`src/rtl/ihc_pkg.sv`:
```
package ihc_pkg;
  localparam int DLY_W = 14;
  localparam int REG_W = 16;

  typedef enum logic [1:0] {
    CH_IDLE  = 2'd0,
    CH_HOLD  = 2'd1,
    CH_FIRED = 2'd2
  } chanState_e;

  // strobes from control to datapath
  typedef struct packed {
    logic loadCnt;
    logic pendSet;
    logic pendClr;
    logic wrDelay;
  } dpStrobe_t;

  // status from datapath to control
  typedef struct packed {
    logic expire;
    logic delayZero;
    logic pending;
  } dpStatus_t;
endpackage

```
`src/rtl/ihc_ctrl.sv`:
```
module ihc_ctrl
  import ihc_pkg::*;
#(
  parameter int ADDR_W    = 8,
  parameter int DELAY_OFF = 'h0C,
  parameter int CTRL_OFF  = 'h10,
  parameter int ARM_BIT   = 0
) (
  input  logic              clk,
  input  logic              rstN,
  input  logic              evtPulse,
  input  logic              regWrEn,
  input  logic [ADDR_W-1:0] regAddr,
  input  logic [REG_W-1:0]  regWrData,
  input  dpStatus_t         status,
  output dpStrobe_t         strobe,
  output chanState_e        curState
);
  chanState_e nextState;
  logic rearm;

  assign rearm = regWrEn && (regAddr == ADDR_W'(CTRL_OFF)) && regWrData[ARM_BIT];

  always_comb begin
    nextState      = curState;
    strobe         = '0;
    strobe.wrDelay = regWrEn && (regAddr == ADDR_W'(DELAY_OFF));
    unique case (curState)
      CH_IDLE: begin
        if (evtPulse) begin
          if (status.delayZero) begin
            nextState = CH_FIRED;
          end else begin
            strobe.loadCnt = 1'b1;
            nextState      = CH_HOLD;
          end
        end
      end
      CH_HOLD: begin
        strobe.pendSet = evtPulse;
        if (status.expire) nextState = CH_FIRED;
      end
      CH_FIRED: begin
        strobe.pendSet = evtPulse;
        if (rearm) begin
          if (status.pending || evtPulse) begin
            strobe.pendClr = 1'b1;
            if (status.delayZero) begin
              nextState = CH_FIRED;
            end else begin
              strobe.loadCnt = 1'b1;
              nextState      = CH_HOLD;
            end
          end else begin
            nextState = CH_IDLE;
          end
        end
      end
      default: nextState = CH_IDLE;
    endcase
  end

  always_ff @(posedge clk) begin
    if (!rstN) curState <= CH_IDLE;
    else       curState <= nextState;
  end
endmodule

```
`src/rtl/ihc_datapath.sv`:
```
module ihc_datapath
  import ihc_pkg::*;
#(
  parameter int CLKS_PER_US = 4,
  parameter int ADDR_W      = 8,
  parameter int DELAY_OFF   = 'h0C,
  parameter int CTRL_OFF    = 'h10,
  parameter int ARM_BIT     = 0
) (
  input  logic              clk,
  input  logic              rstN,
  input  dpStrobe_t         strobe,
  input  logic              armed,
  input  logic [ADDR_W-1:0] regAddr,
  input  logic [REG_W-1:0]  regWrData,
  output dpStatus_t         status,
  output logic [DLY_W-1:0]  delayVal,
  output logic [REG_W-1:0]  regRdData
);
  localparam int PRE_W = (CLKS_PER_US > 1) ? $clog2(CLKS_PER_US) : 1;
  localparam logic [PRE_W-1:0] PRE_LAST = PRE_W'(CLKS_PER_US - 1);

  logic [PRE_W-1:0] preCnt;
  logic [DLY_W-1:0] holdCnt;
  logic             pendReg;
  logic             usTick;

  assign usTick = (preCnt == PRE_LAST);

  // delay register, low field only
  always_ff @(posedge clk) begin
    if (!rstN)               delayVal <= '0;
    else if (strobe.wrDelay) delayVal <= regWrData[DLY_W-1:0];
  end

  // prescaler and holdoff counter
  always_ff @(posedge clk) begin
    if (!rstN) begin
      preCnt  <= '0;
      holdCnt <= '0;
    end else if (strobe.loadCnt) begin
      preCnt  <= '0;
      holdCnt <= delayVal;
    end else if (holdCnt != '0) begin
      preCnt <= usTick ? '0 : preCnt + 1'b1;
      if (usTick) holdCnt <= holdCnt - 1'b1;
    end
  end

  // pending event latch, clear wins
  always_ff @(posedge clk) begin
    if (!rstN)               pendReg <= 1'b0;
    else if (strobe.pendClr) pendReg <= 1'b0;
    else if (strobe.pendSet) pendReg <= 1'b1;
  end

  assign status.expire    = usTick && (holdCnt == DLY_W'(1));
  assign status.delayZero = (delayVal == '0);
  assign status.pending   = pendReg;

  always_comb begin
    regRdData = '0;
    if (regAddr == ADDR_W'(DELAY_OFF)) begin
      regRdData            = {1'b1, 1'b0, delayVal};
    end else if (regAddr == ADDR_W'(CTRL_OFF)) begin
      regRdData[ARM_BIT]   = armed;
    end
  end
endmodule

```
`src/rtl/intr_holdoff_ctrl.sv`:
```
module intr_holdoff_ctrl
  import ihc_pkg::*;
#(
  parameter int CLKS_PER_US = 4,
  parameter int ADDR_W      = 8,
  parameter int DELAY_OFF   = 'h0C,
  parameter int CTRL_OFF    = 'h10,
  parameter int ARM_BIT     = 0
) (
  input  logic              clk,
  input  logic              rstN,
  input  logic              evtPulse,
  input  logic              regWrEn,
  input  logic [ADDR_W-1:0] regAddr,
  input  logic [15:0]       regWrData,
  output logic [15:0]       regRdData,
  output logic              intrOut
);
  dpStrobe_t        strobe;
  dpStatus_t        status;
  chanState_e       curState;
  logic [DLY_W-1:0] delayVal;
  logic             stIdle;

  ihc_ctrl #(
    .ADDR_W(ADDR_W), .DELAY_OFF(DELAY_OFF), .CTRL_OFF(CTRL_OFF), .ARM_BIT(ARM_BIT)
  ) u_ctrl (
    .clk(clk), .rstN(rstN), .evtPulse(evtPulse), .regWrEn(regWrEn),
    .regAddr(regAddr), .regWrData(regWrData), .status(status),
    .strobe(strobe), .curState(curState)
  );

  ihc_datapath #(
    .CLKS_PER_US(CLKS_PER_US), .ADDR_W(ADDR_W), .DELAY_OFF(DELAY_OFF),
    .CTRL_OFF(CTRL_OFF), .ARM_BIT(ARM_BIT)
  ) u_dp (
    .clk(clk), .rstN(rstN), .strobe(strobe), .armed(!intrOut),
    .regAddr(regAddr), .regWrData(regWrData), .status(status),
    .delayVal(delayVal), .regRdData(regRdData)
  );

  assign intrOut = (curState == CH_FIRED);
  assign stIdle  = (curState == CH_IDLE);
endmodule

```
`config.mk`:
```
export PLATFORM = sky130hd
export DESIGN_NAME = intr_holdoff_ctrl
export DESIGN_NICKNAME = d
export VERILOG_FILES = /design/src/rtl/ihc_pkg.sv /design/src/rtl/ihc_ctrl.sv /design/src/rtl/ihc_datapath.sv /design/src/rtl/intr_holdoff_ctrl.sv
export SDC_FILE = /design/constraint.sdc
export NUM_CORES = 1
export LEC_CHECK = 0
export CORE_ASPECT_RATIO = 1.25
export CORE_UTILIZATION = 46
export DETAILED_ROUTE_END_ITERATION = 12
export PLACE_DENSITY = 0.79
export REMOVE_ABC_BUFFERS = 1
export SLEW_MARGIN = 20
export SYNTH_ARGS = -nofsm -noshare
export SYNTH_HDL_FRONTEND = slang
export SYNTH_HIERARCHICAL = 1
export SYNTH_SLANG_ARGS = --single-unit
```
`constraint.sdc`:
```
create_clock -name clk -period 1.9 [get_ports clk]
set_input_delay 0.38 -clock clk [delete_from_list [all_inputs] [get_ports clk]]
set_output_delay 0.38 -clock clk [all_outputs]
set_load 0.02 [all_outputs]
```
==> results of run 1 <==
-- cell type report --
class / instances / area (um^2)
multi-input combinational: 180 / 1429
fill: 275 / 1144
timing repair buffer: 82 / 740.7
sequential: 33 / 666.9
clock buffer: 7 / 86.33
tap: 56 / 70.07
clock inverter: 1 / 30.03
inverter: 8 / 30.03
-- cells in the mapped netlist, drive strengths merged, types with 2 or more instances --
cell type,n
and4,2
buf,5
or3b,2
and2,14
mux2i,19
nor3,8
ha,7
nor4,10
nand4,2
or3,2
a21oi,11
nand4b,2
nand2,15
o21a,2
o2111ai,2
nand2b,4
nor3b,2
o311a,3
dfxtp,33
nor2b,15
or4,3
inv,8
nand3,4
o21ai,13
a31oi,5
clkbuf,8
nor2,14
-- worst max path at each step --
| stage | startpoint | slack, ps | endpoint | cells past startpoint |
|---|---|---|---|---|
| floorplan | regAddr[1] | -360 | regRdData[10] | 4 |
| global placement | regAddr[1] | -710 | regRdData[13] | 7 |
| detailed placement | regAddr[1] | -790 | regRdData[12] | 7 |
| CTS | regAddr[0] | 1 | regRdData[8] | 7 |
| global route | u_dp/delayVal[3]$_SDFFE_PN0P_ | -80 | u_dp/holdCnt[4]$_SDFFE_PN0P_ | 6 |
| finish | u_dp/delayVal[3]$_SDFFE_PN0P_ | 20 | u_dp/holdCnt[4]$_SDFFE_PN0P_ | 6 |
-- power by group --
part / switching, W / internal (W)
clock network: 0.000278 / 0.000428
registers: 0.0000296 / 0.000714
logic: 0.000173 / 0.000184
-- cells by family (layout without fill, tap and decap cells) --
family          count (synthesis)  after routing  share of synthesized area
compound gates                 46             46                     0.1467
simple gates                  106            106                     0.3347
other cells                     1              1                   0.001824
mux                            19             19                    0.09251
fa+ha+maj                       7              7                    0.04260
buf+inv                        21             98                    0.05599
xor+xnor                        1              1                   0.004261
flops                          33             33                     0.3214
-- through the flow --
stage / hold slack [ps] / worst slack (ps) / TNS (ps)
finish: 507.4 / 22.59 / 0
global route: 541.1 / -82.40 / -232.6
CTS: 470.5 / 1.082 / 0
detailed placement: 458.3 / -785.1 / -23450
global placement: 445.1 / -705.5 / -21500
floorplan: 437.6 / -357.6 / -7886
-- registers in the layout, indices dropped and copies added, names as in the netlist --
signal and cells:
u_ctrl/curState 2, u_dp/preCnt 2, u_dp/holdCnt 14, u_dp/pendReg 1
u_dp/delayVal 14
-- critical path: stages, from the launching register on --
cell	delay (ps)
dfxtp_2	320
or4_4	540
nor4_4	290
a21oi_2	100
buf_6	150
a211oi_1	240
nor3_1	100
-- what timing repair did --
| action | in CTS | in global routing |
|---|---|---|
| buffers inserted | 2 | 3 |
| pin swaps | 10 | 15 |
| cloned | 1 | 1 |
| resized for setup | 126 | 37 |
| setup endpoints to repair | 47 | 30 |
-- metal layers --
metal | up-vias | global-route usage | share of wire
li1 | 1005 | - | -
met1 | 1008 | 0.3017 | 0.41
met2 | 66 | 0.4505 | 0.53
met3 | 14 | 0.05228 | 0.035
met4 | 0 | 0.1000 | 0.020
met5 | - | 0 | 0
==> flow_summary.ini, run 1 <==
[yosys]
avgSynthCellArea_um2 = 8.785
ys_async_sr_fraction = 0
yosys_warnings = 6
ys.flop_type = dfxtp_1
yosys.area.top_type = dfxtp_1
synth_top_area_frac = 0.3214
netlist_instances = 234
yosysSeqAreaShare = 0.3214
synth_edf_count = 0
synth_seq_cells = 33
synth_cell_type_count = 52
synth_area_mm2 = 0.002056
yosys-top-cells-area = dfxtp_1, mux2i_1, nor2b_1, and2_1, ha_1

[worst_setup_path]
cp-end-kind = register
r2r_slack_ps = 20
arrival_ps = 2050
worst-path-max-fanout = 5
crit_required_ps = 2070
critPathKind = reg2reg
start_kind = register
r2r-start = u_dp/delayVal[3]$_SDFFE_PN0P_
worstRegToRegCells = 6
r2r-end = u_dp/holdCnt[4]$_SDFFE_PN0P_

[detailed_routing]
drc = 0
ant_nets = 0
wl_per_cell_um = 16.42
firstDrtPassIters = 4
drtIter0Drc = 156
drt-total-wl_um = 6026
via_per_inst = 5.703
vias = 2093

[timing]
drv_slew = 0
fmax_ghz = 0.5326
hold_viol = 0
rsz0062_at_grt = yes
setup_viol = 0
skew_ps = 3.794
min_period_ps = 1877
min_period_over_period = 0.9881

[clock_tree]
cts_root_buf = clkbuf_8
postCtsHoldBufs = 0
htreeDepth = 2
clk_path_buf_depth = 2
cts_sinks = 33
clock_latency_ps = 290
numCtsBuffers = 5
clk_pin_slew_ps = 70
cts_tree = done

[min_path]
whs_path_depth = 2
min-delay-start = u_dp/preCnt[1]$_SDFFE_PP0P_
hold_end = u_dp/preCnt[1]$_SDFFE_PP0P_
min_path_type = reg2reg

[global_routing]
grt_pass1_vias = 2030
grt_util_all_layers = 0.2606
antenna_found_initial = 0
grt_max_degree = 25
grt_pass1_wl_um = 9287
grt_overflow_total = 0

[cells_and_area]
final_area_mm2 = 0.003053
finalNetCount = 345
drive_gt1_frac = 0.3730
final_util = 0.7275
syn2layout_area_growth_pct = 48.51
stdcell_count = 367
diodes = 0
layout_commonest_cell = buf_4
most-common-layout-cells = buf_4, dfxtp_1, buf_6, mux2i_1, clkdlybuf4s50_1

[run]
max_cap_violations = 0

[floorplanning]
dieHeight_um = 76.74
die_x_um = 61.79
die_area_mm2 = 0.004742
start_util = 0.4899
design.core.area_mm2 = 0.004197
io_pins = 45
rows = 26

[power_and_ir_drop]
p_total_w = 0.001807
peakVddDrop_mv = 0.4800
powerDensity_mw_per_mm2 = 591.8
p_leak_nw = 1.222

[placement]
port_buffers = 41
dp.cells = 353
place_area_mm2 = 0.002726
gp_congestion = 0.9033
dp_hpwl_um = 3778

[status]
status = finished clean
Note: power is estimated with default switching activity, not from simulation.
==> run 2: changes to the inputs <==
CORE_ASPECT_RATIO = 0.9   (was 1.25)
==> flow_summary.ini, run 2 (same netlist as run 1, synthesis figures left out) <==
[timing]
rsz0062_at_grt = yes
drv_slew = 0
min_period_over_period = 1.010
hold_viol = 0
skew_ps = 7.201
fmax_ghz = 0.5214
setup_viol = 5
min_period_ps = 1918
timing.final.ws_setup_ps = -18.06

[min_path]
whs_path_depth = 2
min_path_type = reg2reg

[placement]
dp.cells = 356
gp_congestion = 0.8372
port_buffers = 41
dp_hpwl_um = 3644

[clock_tree]
cts_sinks = 33
numCtsBuffers = 5
clk_path_buf_depth = 2
htreeDepth = 2
cts_root_buf = clkbuf_8
cts_tree = done
clk_pin_slew_ps = 70
clock_latency_ps = 290

[detailed_routing]
dr_wl_met3_um = 412
vias = 2200
drc = 0
firstDrtPassIters = 5
highest_layer = met4
met1Wirelength_um = 2857
ant_nets = 0
wl_met2_um = 3220
drt-total-wl_um = 6652
via_per_inst = 5.898
drtIter0Drc = 170
wl_per_cell_um = 17.83

[floorplanning]
die_area_mm2 = 0.004741
io_pins = 45
start_util = 0.4913
rows = 22
die_x_um = 72.47
design.core.area_mm2 = 0.004184
dieHeight_um = 65.42

[global_routing]
grt_util_all_layers = 0.2783
grt_overflow_total = 0
grt_pass1_wl_um = 9873
grt_pass1_vias = 2043
antenna_found_initial = 0
grt_max_degree = 29

[power_and_ir_drop]
p_total_w = 0.001674
powerDensity_mw_per_mm2 = 538.5
p_leak_nw = 1.247
peakVddDrop_mv = 0.3905

[cells_and_area]
syn2layout_area_growth_pct = 51.19
multi_input_area_mm2 = 0.001440
layout_commonest_cell = buf_4
diodes = 0
top_regs = u_dp/delayVal x14, u_dp/holdCnt x14
most-common-layout-cells = buf_4, dfxtp_1, mux2i_1, buf_6, clkdlybuf4s50_1
drive_gt1_frac = 0.3706
finalNetCount = 347
stdcell_count = 373
final.fill_count = 271
regArea_um2 = 663.1

[worst_setup_path]
worst-path-max-fanout = 4
worstRegToRegCells = 9
start_kind = register
crit_required_ps = 2120
cp-end-kind = register
arrival_ps = 2130
critPathKind = reg2reg

[status]
status = finished with violations
violations = setup timing

[run]
max_cap_violations = 0
run 2: changes by cell type in the layout (fill, tap and decap cells not counted), moves of 2 or more:
cell / delta
buf_6: -2
and2_1: +2
and2_4: -2
buf_12: +2
dfxtp_2: -3
o21ai_2: +2
dfxtp_1: +3
a21oi_2: -2
o21ai_1: -3
run 2: where the power goes:
group | internal, W | switching, W
Sequential | 0.000714 | 0.0000284
Combinational | 0.000184 | 0.000172
Clock | 0.000294 | 0.000281
Total | 0.00119 | 0.000482
run 2: cell type report:
cell class	instances	share of cell area
multi-input combinational	180	0.4634
timing repair buffer	84	0.2576
sequential	33	0.2134
clock buffer	6	0.02657
tap	60	0.02415
inverter	8	0.01047
clock inverter	2	0.004428
run 2: path summary, 6_finish.rpt:
path / start / end / slack (ps)
worst max-delay path: u_dp/delayVal[0]$_SDFFE_PN0P_ / u_dp/holdCnt[11]$_SDFFE_PN0P_ / -20
worst min register to register: u_dp/preCnt[1]$_SDFFE_PP0P_ / u_dp/preCnt[1]$_SDFFE_PP0P_ / 460
worst max register to register: u_dp/delayVal[0]$_SDFFE_PN0P_ / u_dp/holdCnt[11]$_SDFFE_PN0P_ / -20
worst min-delay path: u_dp/preCnt[1]$_SDFFE_PP0P_ / u_dp/preCnt[1]$_SDFFE_PP0P_ / 460
run 2: metrics by stage:
stage,utilization,setup slack (ps),hold WS [ps],cell area [um^2],TNS (ps)
6_report,0.7428,-18.06,462.5,3108,-53.53
4_1_cts,0.7234,-23.13,463.5,3027,-23.13
3_3_place_gp,0.6540,-642.4,446.6,2736,-21340
5_1_grt,0.7428,-59.03,482.4,3108,-399.6
3_5_place_dp,0.6540,-741.2,453.1,2736,-23180
2_1_floorplan,-,-357.6,437.6,1971,-7886
run 2: layer usage:
layer	vias to the layer above	GRT usage
li1	1012	-
met1	1060	0.3510
met2	108	0.4556
met3	20	0.06442
met4	0	0.1152
met5	-	0
run 2: critical path, stage by stage (launching register included):
cell and delay [ps]:
dfxtp_2 330, or4_4 530, nor4_4 230, buf_4 180, a21oi_4 50, inv_4 110
buf_6 120, buf_16 110, o21ai_4 50, a31oi_1 140
run 2: timing repair:
item | 4_1_cts | 5_1_grt
pin swaps | 13 | 19
gates resized for setup | 122 | 38
buffers inserted | 3 | 4
gates cloned | 3 | 1
hold buffers | 0 | 0
setup endpoints to repair | 45 | 34
